--- src/rtl/qdec_pkg.sv ---
// Package: shared addresses, bit positions and types for the quadrature timer.
// Assumes a word-addressed register port with a 3-bit address.
package qdec_pkg;

    localparam int ADDR_W = 3;

    localparam logic [ADDR_W-1:0] REG_CTRL  = 3'd0;
    localparam logic [ADDR_W-1:0] REG_COUNT = 3'd1;
    localparam logic [ADDR_W-1:0] REG_LIMIT = 3'd2;
    localparam logic [ADDR_W-1:0] REG_START = 3'd3;
    localparam logic [ADDR_W-1:0] REG_MODE  = 3'd4;
    localparam logic [ADDR_W-1:0] REG_QCTL  = 3'd5;
    localparam logic [ADDR_W-1:0] REG_GUARD = 3'd6;

    localparam int MODE_EN_BIT     = 0;
    localparam int MODE_UNLOCK_BIT = 2;
    localparam int QCTL_EN_BIT     = 0;
    localparam int GUARD_WRAP_BIT  = 0;
    localparam int GUARD_LOCK_BIT  = 6;

    typedef struct packed {
        logic valid;
        logic up;
    } step_t;

endpackage

--- src/rtl/qdec_sync.sv ---
// Module: multi-stage synchronizer for a bundle of asynchronous inputs.
// Assumes the inputs are level signals that are slow compared with clk.
module qdec_sync #(
    parameter int WIDTH  = 2,
    parameter int STAGES = 2
) (
    input  logic             clk,
    input  logic             rst_n,
    input  logic [WIDTH-1:0] async_i,
    output logic [WIDTH-1:0] sync_o
);

    logic [WIDTH-1:0] stage_q [STAGES];

    generate
        for (genvar s = 0; s < STAGES; s++) begin : g_stage
            if (s == 0) begin : g_first
                // First flop: sample the raw asynchronous input.
                always_ff @(posedge clk) begin
                    if (!rst_n) stage_q[0] <= '0;
                    else        stage_q[0] <= async_i;
                end
            end else begin : g_next
                // Later flops: give a metastable first stage time to settle.
                always_ff @(posedge clk) begin
                    if (!rst_n) stage_q[s] <= '0;
                    else        stage_q[s] <= stage_q[s-1];
                end
            end
        end
    endgenerate

    assign sync_o = stage_q[STAGES-1];

endmodule

--- src/rtl/qdec_step.sv ---
// Module: x4 quadrature step decoder.
// Compares the synchronized phase pair with the previous sample. It flags a
// legal single-phase change and its direction. A change on both phases is
// rejected. Assumes the input is already synchronous to clk.
module qdec_step
    import qdec_pkg::*;
(
    input  logic       clk,
    input  logic       rst_n,
    input  logic [1:0] ab_i,
    output step_t      step_o
);

    logic [1:0] prev_q;
    logic [1:0] diff;
    logic [1:0] pos_now;
    logic [1:0] pos_old;

    // Position of a phase pair along the Gray sequence 00,01,11,10.
    function automatic logic [1:0] gray_pos(input logic [1:0] v);
        return {v[1], v[1] ^ v[0]};
    endfunction

    // Remember the previous synchronized sample.
    always_ff @(posedge clk) begin
        if (!rst_n) prev_q <= '0;
        else        prev_q <= ab_i;
    end

    // Decode validity (exactly one phase moved) and direction.
    always_comb begin
        diff         = ab_i ^ prev_q;
        pos_now      = gray_pos(ab_i);
        pos_old      = gray_pos(prev_q);
        step_o.valid = ^diff;
        step_o.up    = (pos_now - pos_old) == 2'd1;
    end

endmodule

--- src/rtl/qdec_prescale.sv ---
// Module: power-of-two divider for decoded step pulses.
// Emits one tick for every 2^ps input pulses. clr restarts the division.
// Assumes ps is held stable between clears.
module qdec_prescale #(
    parameter int PS_W = 3
) (
    input  logic            clk,
    input  logic            rst_n,
    input  logic            clr_i,
    input  logic [PS_W-1:0] ps_i,
    input  logic            pulse_i,
    output logic            tick_o
);

    localparam int DIV_W = (1 << PS_W) - 1;

    logic [DIV_W-1:0] div_q;
    logic [DIV_W:0]   ratio;
    logic [DIV_W-1:0] last_val;

    // Terminal divider value for the selected ratio.
    always_comb begin
        ratio    = (DIV_W+1)'(1) << ps_i;
        last_val = DIV_W'(ratio - (DIV_W+1)'(1));
        tick_o   = pulse_i && (div_q == last_val);
    end

    // Count pulses, restart on terminal value or on clear.
    always_ff @(posedge clk) begin
        if (!rst_n)       div_q <= '0;
        else if (clr_i)   div_q <= '0;
        else if (tick_o)  div_q <= '0;
        else if (pulse_i) div_q <= div_q + 1'b1;
    end

endmodule

--- src/rtl/qdec_timer.sv ---
// Module: quadrature decoder timer with a write-locked register port (top).
// Synchronizes the phase pair, decodes x4 steps, prescales them and moves a
// counter that wraps between START and LIMIT. Software access uses a 32-bit
// word port with combinational reads. Assumes one write per cycle at most.
module qdec_timer
    import qdec_pkg::*;
#(
    parameter int DATA_W      = 32,
    parameter int CNT_W       = 16,
    parameter int PS_W        = 3,
    parameter int SYNC_STAGES = 2
) (
    input  logic              clk,
    input  logic              rst_n,
    input  logic              phase_a,
    input  logic              phase_b,
    input  logic [ADDR_W-1:0] bus_addr,
    input  logic              bus_we,
    input  logic [DATA_W-1:0] bus_wdata,
    output logic [DATA_W-1:0] bus_rdata
);

    localparam logic [CNT_W-1:0] LIMIT_RST = {CNT_W{1'b1}};

    logic [1:0]       ab_sync;
    step_t            step_s;
    logic             cnt_pulse;
    logic             cnt_tick;
    logic             dir_up;
    logic             wrap_hit;

    logic [CNT_W-1:0] count_q;
    logic [CNT_W-1:0] start_q;
    logic [CNT_W-1:0] limit_q;
    logic [PS_W-1:0]  ps_q;
    logic             men_q;
    logic             qen_q;
    logic             lock_q;
    logic             wrap_q;

    logic wr_ctrl, wr_mode, wr_qctl, wr_start, wr_limit, wr_guard;
    logic cnt_reload, unlock_req, ps_change;
    logic unused_wdata_hi;

    assign unused_wdata_hi = ^bus_wdata[DATA_W-1:CNT_W];

    qdec_sync #(.WIDTH(2), .STAGES(SYNC_STAGES)) u_sync (
        .clk     (clk),
        .rst_n   (rst_n),
        .async_i ({phase_a, phase_b}),
        .sync_o  (ab_sync)
    );

    qdec_step u_step (
        .clk    (clk),
        .rst_n  (rst_n),
        .ab_i   (ab_sync),
        .step_o (step_s)
    );

    assign cnt_pulse = step_s.valid && men_q && qen_q;
    assign dir_up    = step_s.up;

    qdec_prescale #(.PS_W(PS_W)) u_presc (
        .clk     (clk),
        .rst_n   (rst_n),
        .clr_i   (ps_change),
        .ps_i    (ps_q),
        .pulse_i (cnt_pulse),
        .tick_o  (cnt_tick)
    );

    // Gate each bus write by address, lock state and block enable.
    always_comb begin
        wr_ctrl    = bus_we && (bus_addr == REG_CTRL)  && !lock_q;
        wr_mode    = bus_we && (bus_addr == REG_MODE)  && !lock_q;
        wr_qctl    = bus_we && (bus_addr == REG_QCTL)  && !lock_q;
        wr_start   = bus_we && (bus_addr == REG_START) && !lock_q && men_q;
        wr_limit   = bus_we && (bus_addr == REG_LIMIT) && !lock_q && men_q;
        wr_guard   = bus_we && (bus_addr == REG_GUARD);
        cnt_reload = bus_we && (bus_addr == REG_COUNT) && men_q;
        unlock_req = bus_we && (bus_addr == REG_MODE) && lock_q
                     && bus_wdata[MODE_UNLOCK_BIT];
        ps_change  = wr_ctrl && (bus_wdata[PS_W-1:0] != ps_q);
        wrap_hit   = cnt_tick && (dir_up ? (count_q == limit_q)
                                         : (count_q == start_q));
    end

    // Configuration registers written through the lock gate.
    always_ff @(posedge clk) begin
        if (!rst_n) begin
            ps_q    <= '0;
            men_q   <= 1'b0;
            qen_q   <= 1'b0;
            start_q <= '0;
            limit_q <= LIMIT_RST;
        end else begin
            if (wr_ctrl)  ps_q    <= bus_wdata[PS_W-1:0];
            if (wr_mode)  men_q   <= bus_wdata[MODE_EN_BIT];
            if (wr_qctl)  qen_q   <= bus_wdata[QCTL_EN_BIT];
            if (wr_start) start_q <= bus_wdata[CNT_W-1:0];
            if (wr_limit) limit_q <= bus_wdata[CNT_W-1:0];
        end
    end

    // Write lock: armed from GUARD, released only by the MODE release bit.
    always_ff @(posedge clk) begin
        if (!rst_n)                                   lock_q <= 1'b0;
        else if (wr_guard && bus_wdata[GUARD_LOCK_BIT]) lock_q <= 1'b1;
        else if (unlock_req)                          lock_q <= 1'b0;
    end

    // Sticky wrap flag: a wrap wins over a same-cycle clear.
    always_ff @(posedge clk) begin
        if (!rst_n)                                     wrap_q <= 1'b0;
        else if (wrap_hit)                              wrap_q <= 1'b1;
        else if (wr_guard && bus_wdata[GUARD_WRAP_BIT]) wrap_q <= 1'b0;
    end

    // Position counter: reload beats a tick; ticks wrap inside the window.
    always_ff @(posedge clk) begin
        if (!rst_n)                  count_q <= '0;
        else if (cnt_reload)         count_q <= start_q;
        else if (cnt_tick && dir_up) count_q <= (count_q == limit_q) ? start_q : count_q + 1'b1;
        else if (cnt_tick)           count_q <= (count_q == start_q) ? limit_q : count_q - 1'b1;
    end

    // Combinational read multiplexer.
    always_comb begin
        bus_rdata = '0;
        case (bus_addr)
            REG_CTRL:  bus_rdata[PS_W-1:0]     = ps_q;
            REG_COUNT: bus_rdata[CNT_W-1:0]    = count_q;
            REG_LIMIT: bus_rdata[CNT_W-1:0]    = limit_q;
            REG_START: bus_rdata[CNT_W-1:0]    = start_q;
            REG_MODE:  bus_rdata[MODE_EN_BIT]  = men_q;
            REG_QCTL:  bus_rdata[QCTL_EN_BIT]  = qen_q;
            REG_GUARD: begin
                bus_rdata[GUARD_WRAP_BIT] = wrap_q;
                bus_rdata[GUARD_LOCK_BIT] = lock_q;
            end
            default:   bus_rdata = '0;
        endcase
    end

endmodule

--- config.mk ---
export PLATFORM = sky130hd
export DESIGN_NAME = qdec_timer
export DESIGN_NICKNAME = d
export VERILOG_FILES = /design/src/rtl/qdec_pkg.sv /design/src/rtl/qdec_sync.sv /design/src/rtl/qdec_step.sv /design/src/rtl/qdec_prescale.sv /design/src/rtl/qdec_timer.sv
export SDC_FILE = /design/constraint.sdc
export NUM_CORES = 1
export LEC_CHECK = 0
export BUFFER_PORTS_ARGS = -buffer_cell sky130_fd_sc_hd__buf_2
export CORE_ASPECT_RATIO = 0.5
export CORE_MARGIN = 2
export CORE_UTILIZATION = 40
export CTS_BUF_LIST = sky130_fd_sc_hd__clkbuf_8
export DETAILED_ROUTE_END_ITERATION = 6
export SYNTH_ARGS = -nofsm -noshare
export SYNTH_HDL_FRONTEND = slang
export SYNTH_SLANG_ARGS = --single-unit
export TNS_END_PERCENT = 100
--- constraint.sdc ---
create_clock -name clk -period 4.35 [get_ports clk]
set_input_delay 0.435 -clock clk [delete_from_list [all_inputs] [get_ports clk]]
set_output_delay 0.435 -clock clk [all_outputs]
set_load 0.05 [all_outputs]
# Word level (Yosys, flattened, before mapping)
# Memories as Yosys holds them, arrays and structs flattened.
# Index checks and enable logic that the tools add are counted.
dict set report classes {
  add_sub_neg 5
  eq_ne 11
  shift 1
  muxes 19
  bitwise_logic 6
  reduce_logical 32
}
# cell n
set op_table {}
lappend op_table {{16-bit two-way mux} 5}
lappend op_table {{16-bit equality test} 2}
lappend op_table {{9-bit one-hot mux with 3 select lines} 1}
lappend op_table {{1-bit logical AND} 25}
lappend op_table {{16-bit by 1-bit adder with 16-bit output, second input constant} 1}
lappend op_table {{16-bit by 1-bit subtractor with 16-bit output, second input constant} 1}
lappend op_table {{3-bit equality test, second input constant} 3}
lappend op_table {{3-bit one-hot mux with 3 select lines} 1}
lappend op_table {{2-bit one-hot mux with 4 select lines} 1}
lappend op_table {{7-bit by 1-bit adder with 7-bit output, second input constant} 1}
lappend op_table {{7-bit equality test} 1}
lappend op_table {{1-bit two-way mux} 7}
lappend op_table {{1-bit one-hot mux with 7 select lines} 1}
lappend op_table {{1-bit by 3-bit left shift with 7-bit output, first input constant} 1}
lappend op_table {{7-bit by 1-bit subtractor with 7-bit output, second input constant} 1}
lappend op_table {{3-bit by 2-bit equality test with 1-bit output, second input constant} 2}
lappend op_table {{2-bit two-way mux} 2}
lappend op_table {{1-bit one-hot mux with 4 select lines} 1}
lappend op_table {{2-bit nonzero test} 2}
lappend op_table {{3-bit by 1-bit equality test with 1-bit output, second input constant} 1}
lappend op_table {{3-bit zero test} 1}
lappend op_table {{3-bit != test} 1}
lappend op_table {{3-bit nonzero test} 1}
lappend op_table {{3-bit OR reduction} 1}
lappend op_table {{8 further kinds} 10}
dict set report word_totals {
  regBits 64
  mem_bits_rw 4
  input_bits 40
  out_inout_bits 32
  elab_cells 85
  memories 1
}
# name words width read_ports rd_ports_with_merged_regs wr line
set mem_list {}
lappend mem_list {u_sync.stage_q 2 2 2 0 2 qdec_sync.sv:13} ;# logic [WIDTH-1:0] stage_q [STAGES];

# Logic depth before layout (Yosys ltp)
# An unclocked memory read counts as a cell.
dict set report depth {
  word_depth 9
  mapped_depth 14
  depth_no_buf 10
}

# Hierarchy
# From an unflattened synthesis, not the netlist that was laid out.
dict set report unflattened {
  cells_unflattened 601
  hier_area_um2 5117.4
}
# mod n_inst cells_each area_per_inst_um2 seq_area_each_um2
set by_module_without_submodules {}
lappend by_module_without_submodules {qdec_timer 1 531 4406.7 1101.1}
lappend by_module_without_submodules {qdec_prescale 1 52 478.0 140.1}
lappend by_module_without_submodules {qdec_step 1 10 127.6 40.0}
lappend by_module_without_submodules {qdec_sync 1 8 105.1 80.1}

# Worst setup path after synthesis
# OpenSTA, ideal clock, no wires.
dict set report synth_timing {
  kind {register to register}
  from {register ps_q[1]}
  to {register count_q[1]}
  setup_ns 0.117
  arrival_time_ns 2.576
  t_required_ns 4.233
  setup_slack_ns 1.657
  path_stages_with_launch 15
  path_buffers 4
  period_less_slack_ns 2.693
  path_cell_list {dfxtp_1 > buf_2 > nor2_1 > nand2_1 > ha_1 > buf_6 > xnor2_1 > or4_1 > nand3_1 > and3_4 > and2_4 > buf_8 > buf_8 > nand3_1 > a32o_2}
}
dict set report synth_via {
  elab_chain_cells 7
  word_cells_on_any_way 8
  classes_between {1 x add/sub; 1 x eq/ne; 1 x shift; 2 x mux; 3 x reduce/logical}
}
# element line
set synth_lines {}
lappend synth_lines {{from (decl)} qdec_timer.sv:35} ;# logic [PS_W-1:0] ps_q;
lappend synth_lines {{from (signal assigned)} qdec_timer.sv:98} ;# if (wr_ctrl) ps_q <= bus_wdata[PS_W-1:0];
lappend synth_lines {{1-bit by 3-bit left shift with 7-bit output (*)} qdec_prescale.sv:23} ;# ratio = (DIV_W+1)'(1) << ps_i;
lappend synth_lines {{7-bit by 1-bit subtractor with 7-bit output (*)} qdec_prescale.sv:24} ;# last_val = DIV_W'(ratio - (DIV_W+1)'(1));
lappend synth_lines {{7-bit equality test (*)} qdec_prescale.sv:25} ;# tick_o = pulse_i && (div_q == last_val);
lappend synth_lines {{1-bit logical AND (*)} qdec_prescale.sv:25}
lappend synth_lines {{1-bit logical AND} qdec_timer.sv:124} ;# else if (cnt_tick && dir_up) count_q <= (count_q == limit_q) ? start_q : count_q + 1'b1;
lappend synth_lines {{16-bit two-way mux} qdec_timer.sv:124}
lappend synth_lines {{16-bit two-way mux} qdec_timer.sv:123} ;# else if (cnt_reload) count_q <= start_q;
lappend synth_lines {{to (signal assigned)} qdec_timer.sv:123}
lappend synth_lines {{to (signal assigned)} qdec_timer.sv:124}
lappend synth_lines {{to (signal assigned)} qdec_timer.sv:125} ;# else if (cnt_tick) count_q <= (count_q == start_q) ? limit_q : count_q - 1'b1;
lappend synth_lines {{to (decl)} qdec_timer.sv:32} ;# logic [CNT_W-1:0] count_q;
# Every way passes the cells marked *; elsewhere a longest branch is shown, timed or not.
# A chain may end at the register's enable or synchronous reset.

# Final worst setup path
# Same ends and word-level chain as after synthesis.

==> impl_metrics.env <==
export IMPL_status="completed"
export IMPL_p_per_area_nw_per_um2=261.3
export IMPL_drt_first_pass_iters=5
export IMPL_gr_total_overflow=0
export IMPL_dp_hpwl_um=9329
export IMPL_top_layer="met4"
export IMPL_htreeDepth=3
export IMPL_finalHoldViolations=0
export IMPL_final_cells=820
export IMPL_synth_cell_types=58
export IMPL_post_cts_setup_buffer_count=0
export IMPL_start_kind="flip-flop"
export IMPL_portBuffers=39
export IMPL_clock_sinks=68
export IMPL_grt_start_max_net_pins=44
export IMPL_worstSetupPathType="reg2reg"
export IMPL_diodes=0
export IMPL_placed_area_um2=5161
export IMPL_track_usage_pct=20.70
export IMPL_period_share_pct=71.18
export IMPL_grt_pass1_vias=4261
export IMPL_arrival_ps=3400
export IMPL_r2r_end="count_q[1]"
export IMPL_critPathMaxFanout=20
export IMPL_p_leak_uw=0.002269
export IMPL_fin_area_um2=5384
export IMPL_routedWlPerCell_um=16.33
export IMPL_gp_congestion=0.8775
export IMPL_syn_cell_area_um2=5084
export IMPL_syn_area_per_cell_um2=7.857
export IMPL_crit_path_start="ps_q[1]"
export IMPL_holdBufCountCts=0
export IMPL_hp_class="in2reg"
export IMPL_cts_made_buffers=9
export IMPL_final_common_cell="nand2_1"
export IMPL_synth_seq_area_share_pct=26.78
export IMPL_drive_above_1_share_pct=15.38
export IMPL_tns_ps=0
export IMPL_power_uw=1407
export IMPL_rsz0062_at_grt="no"
export IMPL_clk_pin_slew_ps=80
export IMPL_synth_warnings=0
export IMPL_cts_root_buf="clkbuf_8"
export IMPL_fmax_ghz=0.3230
export IMPL_max_slew_margin_rel_pct=42.04
export IMPL_r2r_cells=10
export IMPL_grt_pass1_wl_um=22490
export IMPL_wl_met3_um=714
export IMPL_cts_resized=0
export IMPL_cp_data_required_time_ps=4660
export IMPL_clockBufferDepth=2
export IMPL_met2_length_um=5917
export IMPL_peakVddDrop_uv=146.8
export IMPL_die_h_um=83.72
export IMPL_nNetsFinal=690
export IMPL_wl_um=13390
export IMPL_start_util_pct=40.61
export IMPL_slew_violations=0
export IMPL_synth_seq_cells=68
export IMPL_drtIter0Drc=266
export IMPL_maxCapViolCount=0
export IMPL_place_inst=804
export IMPL_final_cell_mix="124 x nand2_1, 68 x dfxtp_1, 46 x xor2_1"
export IMPL_die_w_um=163.4
export IMPL_via_per_inst=5.424
export IMPL_remaining_drc_errors=0
export IMPL_wl_met1_um=6560
export IMPL_endpoint_kind="flip-flop"
export IMPL_cts_tree="built"
export IMPL_die_area_um2=13680
export IMPL_area_growth_pct=5.907
export IMPL_via_count=4448
export IMPL_core_area_um2=12520
export IMPL_antenna_left=0
export IMPL_clock_skew_ps=13.65
export IMPL_tightest_slew_ps=869.4
export IMPL_rrSetupSlack_ps=1250
export IMPL_endpoint="count_q[1]"
export IMPL_row_count=29
export IMPL_antenna_found_initial=0
export IMPL_reg2reg_from="ps_q[1]"
export IMPL_finalCriticalPeriod_ps=3096
export IMPL_netlist_instances=647
export IMPL_clk_latency_ps=370
export IMPL_io_pins=72
export IMPL_hold_slack_ps=280.7
export IMPL_setup_viol=0
[cell families after synthesis]
group	count (synthesis)	share of synthesized area (%)
muxes	42	9.328
other	1	0.07377
buffers and inverters	78	8.934
and+or+nand+nor	270	25.94
DFF	68	26.78
adders and majority gates	5	1.231
xor gates and xnor gates	73	12.72
AOI/OAI and AO/OA	110	14.99
[critical path: stages (launching register included)]
cell and delay [ps]:
dfxtp_1 630, nor2_1 150, nand2_1 100, ha_1 320
xnor2_1 150, or4_1 470, nand3_1 90, and3_4 210
and2_4 330, and3_4 390, a32o_2 200
[per-layer routing]
metal / global-route usage, % / vias to the layer above
met5: 0 / -
met4: 6.356 / 0
met3: 3.726 / 25
met2: 31.84 / 132
met1: 29.36 / 2102
li1: - / 2189
[worst min path at each step]
stage	start	to	slack (ps)	cells after the start
final	phase_b	u_sync.stage_q[0][0]	280	2
after detailed placement	u_sync.stage_q[0][1]	u_sync.stage_q[1][1]	420	1
after global placement	u_sync.stage_q[0][0]	u_sync.stage_q[1][0]	410	1
after global routing	phase_b	u_sync.stage_q[0][0]	280	2
after CTS	phase_b	u_sync.stage_q[0][0]	270	2
after floorplan	u_sync.stage_q[0][0]	u_sync.stage_q[1][0]	410	1
[Yosys cell counts, drive strengths merged]
| cell | count | share of area [%] |
|---|---|---|
| o21ai | 34 | 3.3 |
| and3b | 1 | 0.17 |
| and2 | 9 | 1.2 |
| nand2b | 1 | 0.27 |
| a21boi | 17 | 2.5 |
| conb | 1 | 0.074 |
| a22o | 11 | 1.9 |
| nor3b | 2 | 0.30 |
| mux4 | 3 | 1.3 |
| a32o | 2 | 0.42 |
| dlygate4sd3 | 1 | 0.20 |
| o31ai | 4 | 0.69 |
| xor2 | 47 | 8.2 |
| o41ai | 1 | 0.17 |
| nor2 | 47 | 3.8 |
| or3 | 4 | 0.49 |
| a21oi | 10 | 1.1 |
| nor3 | 3 | 0.30 |
| or3b | 1 | 0.17 |
| o311ai | 2 | 0.64 |
| and4 | 3 | 0.54 |
| nor4bb | 1 | 0.20 |
| dfxtp | 68 | 27 |
| a22oi | 21 | 3.1 |
| o22ai | 1 | 0.12 |
| o211ai | 1 | 0.15 |
| nor2b | 12 | 1.5 |
| a31oi | 3 | 0.37 |
| or4 | 3 | 0.52 |
| nor4 | 14 | 1.8 |
| xnor2 | 26 | 4.5 |
| mux2 | 13 | 2.9 |
| clkbuf | 34 | 2.9 |
| buf | 39 | 5.5 |
| nand3 | 30 | 3.4 |
| ha | 5 | 1.2 |
| nand4 | 9 | 1.1 |
| mux2i | 26 | 5.1 |
| inv | 4 | 0.30 |
| o2bb2ai | 3 | 0.52 |
| and3 | 6 | 1.0 |
| nand2 | 124 | 9.2 |
[state kept, by name (all words and copies together), names as in the netlist]
register / cells
start_q: 16
u_presc.div_q: 7
wrap_q: 1
men_q: 1
count_q: 16
limit_q: 16
u_step.prev_q: 2
ps_q: 3
lock_q: 1
qen_q: 1
u_sync.stage_q: 4
[power by group]
group / total, uW / internal [uW] / switching, uW
registers: 631 / 626 / 4.97
clock network: 608 / 327 / 281
logic: 168 / 49.0 / 119
[per-stage QoR]
step / setup slack, ps / utilization (%)
floorplan: 1657 / -
global placement: 1346 / 41.23
detailed placement: 1251 / 41.23
CTS: 1256 / 43.01
global route: 1028 / 43.01
finish: 1254 / 43.01
[area by class of cell]
class / count / area (um^2)
fill: 1284 / 7134
timing repair buffer: 46 / 247.7
clock buffer: 9 / 123.9
sequential: 68 / 1361
tap: 170 / 212.7
multi-input combinational: 516 / 3324
inverter: 4 / 15.01
clock inverter: 7 / 98.84
(Power assumes the default switching activity.)
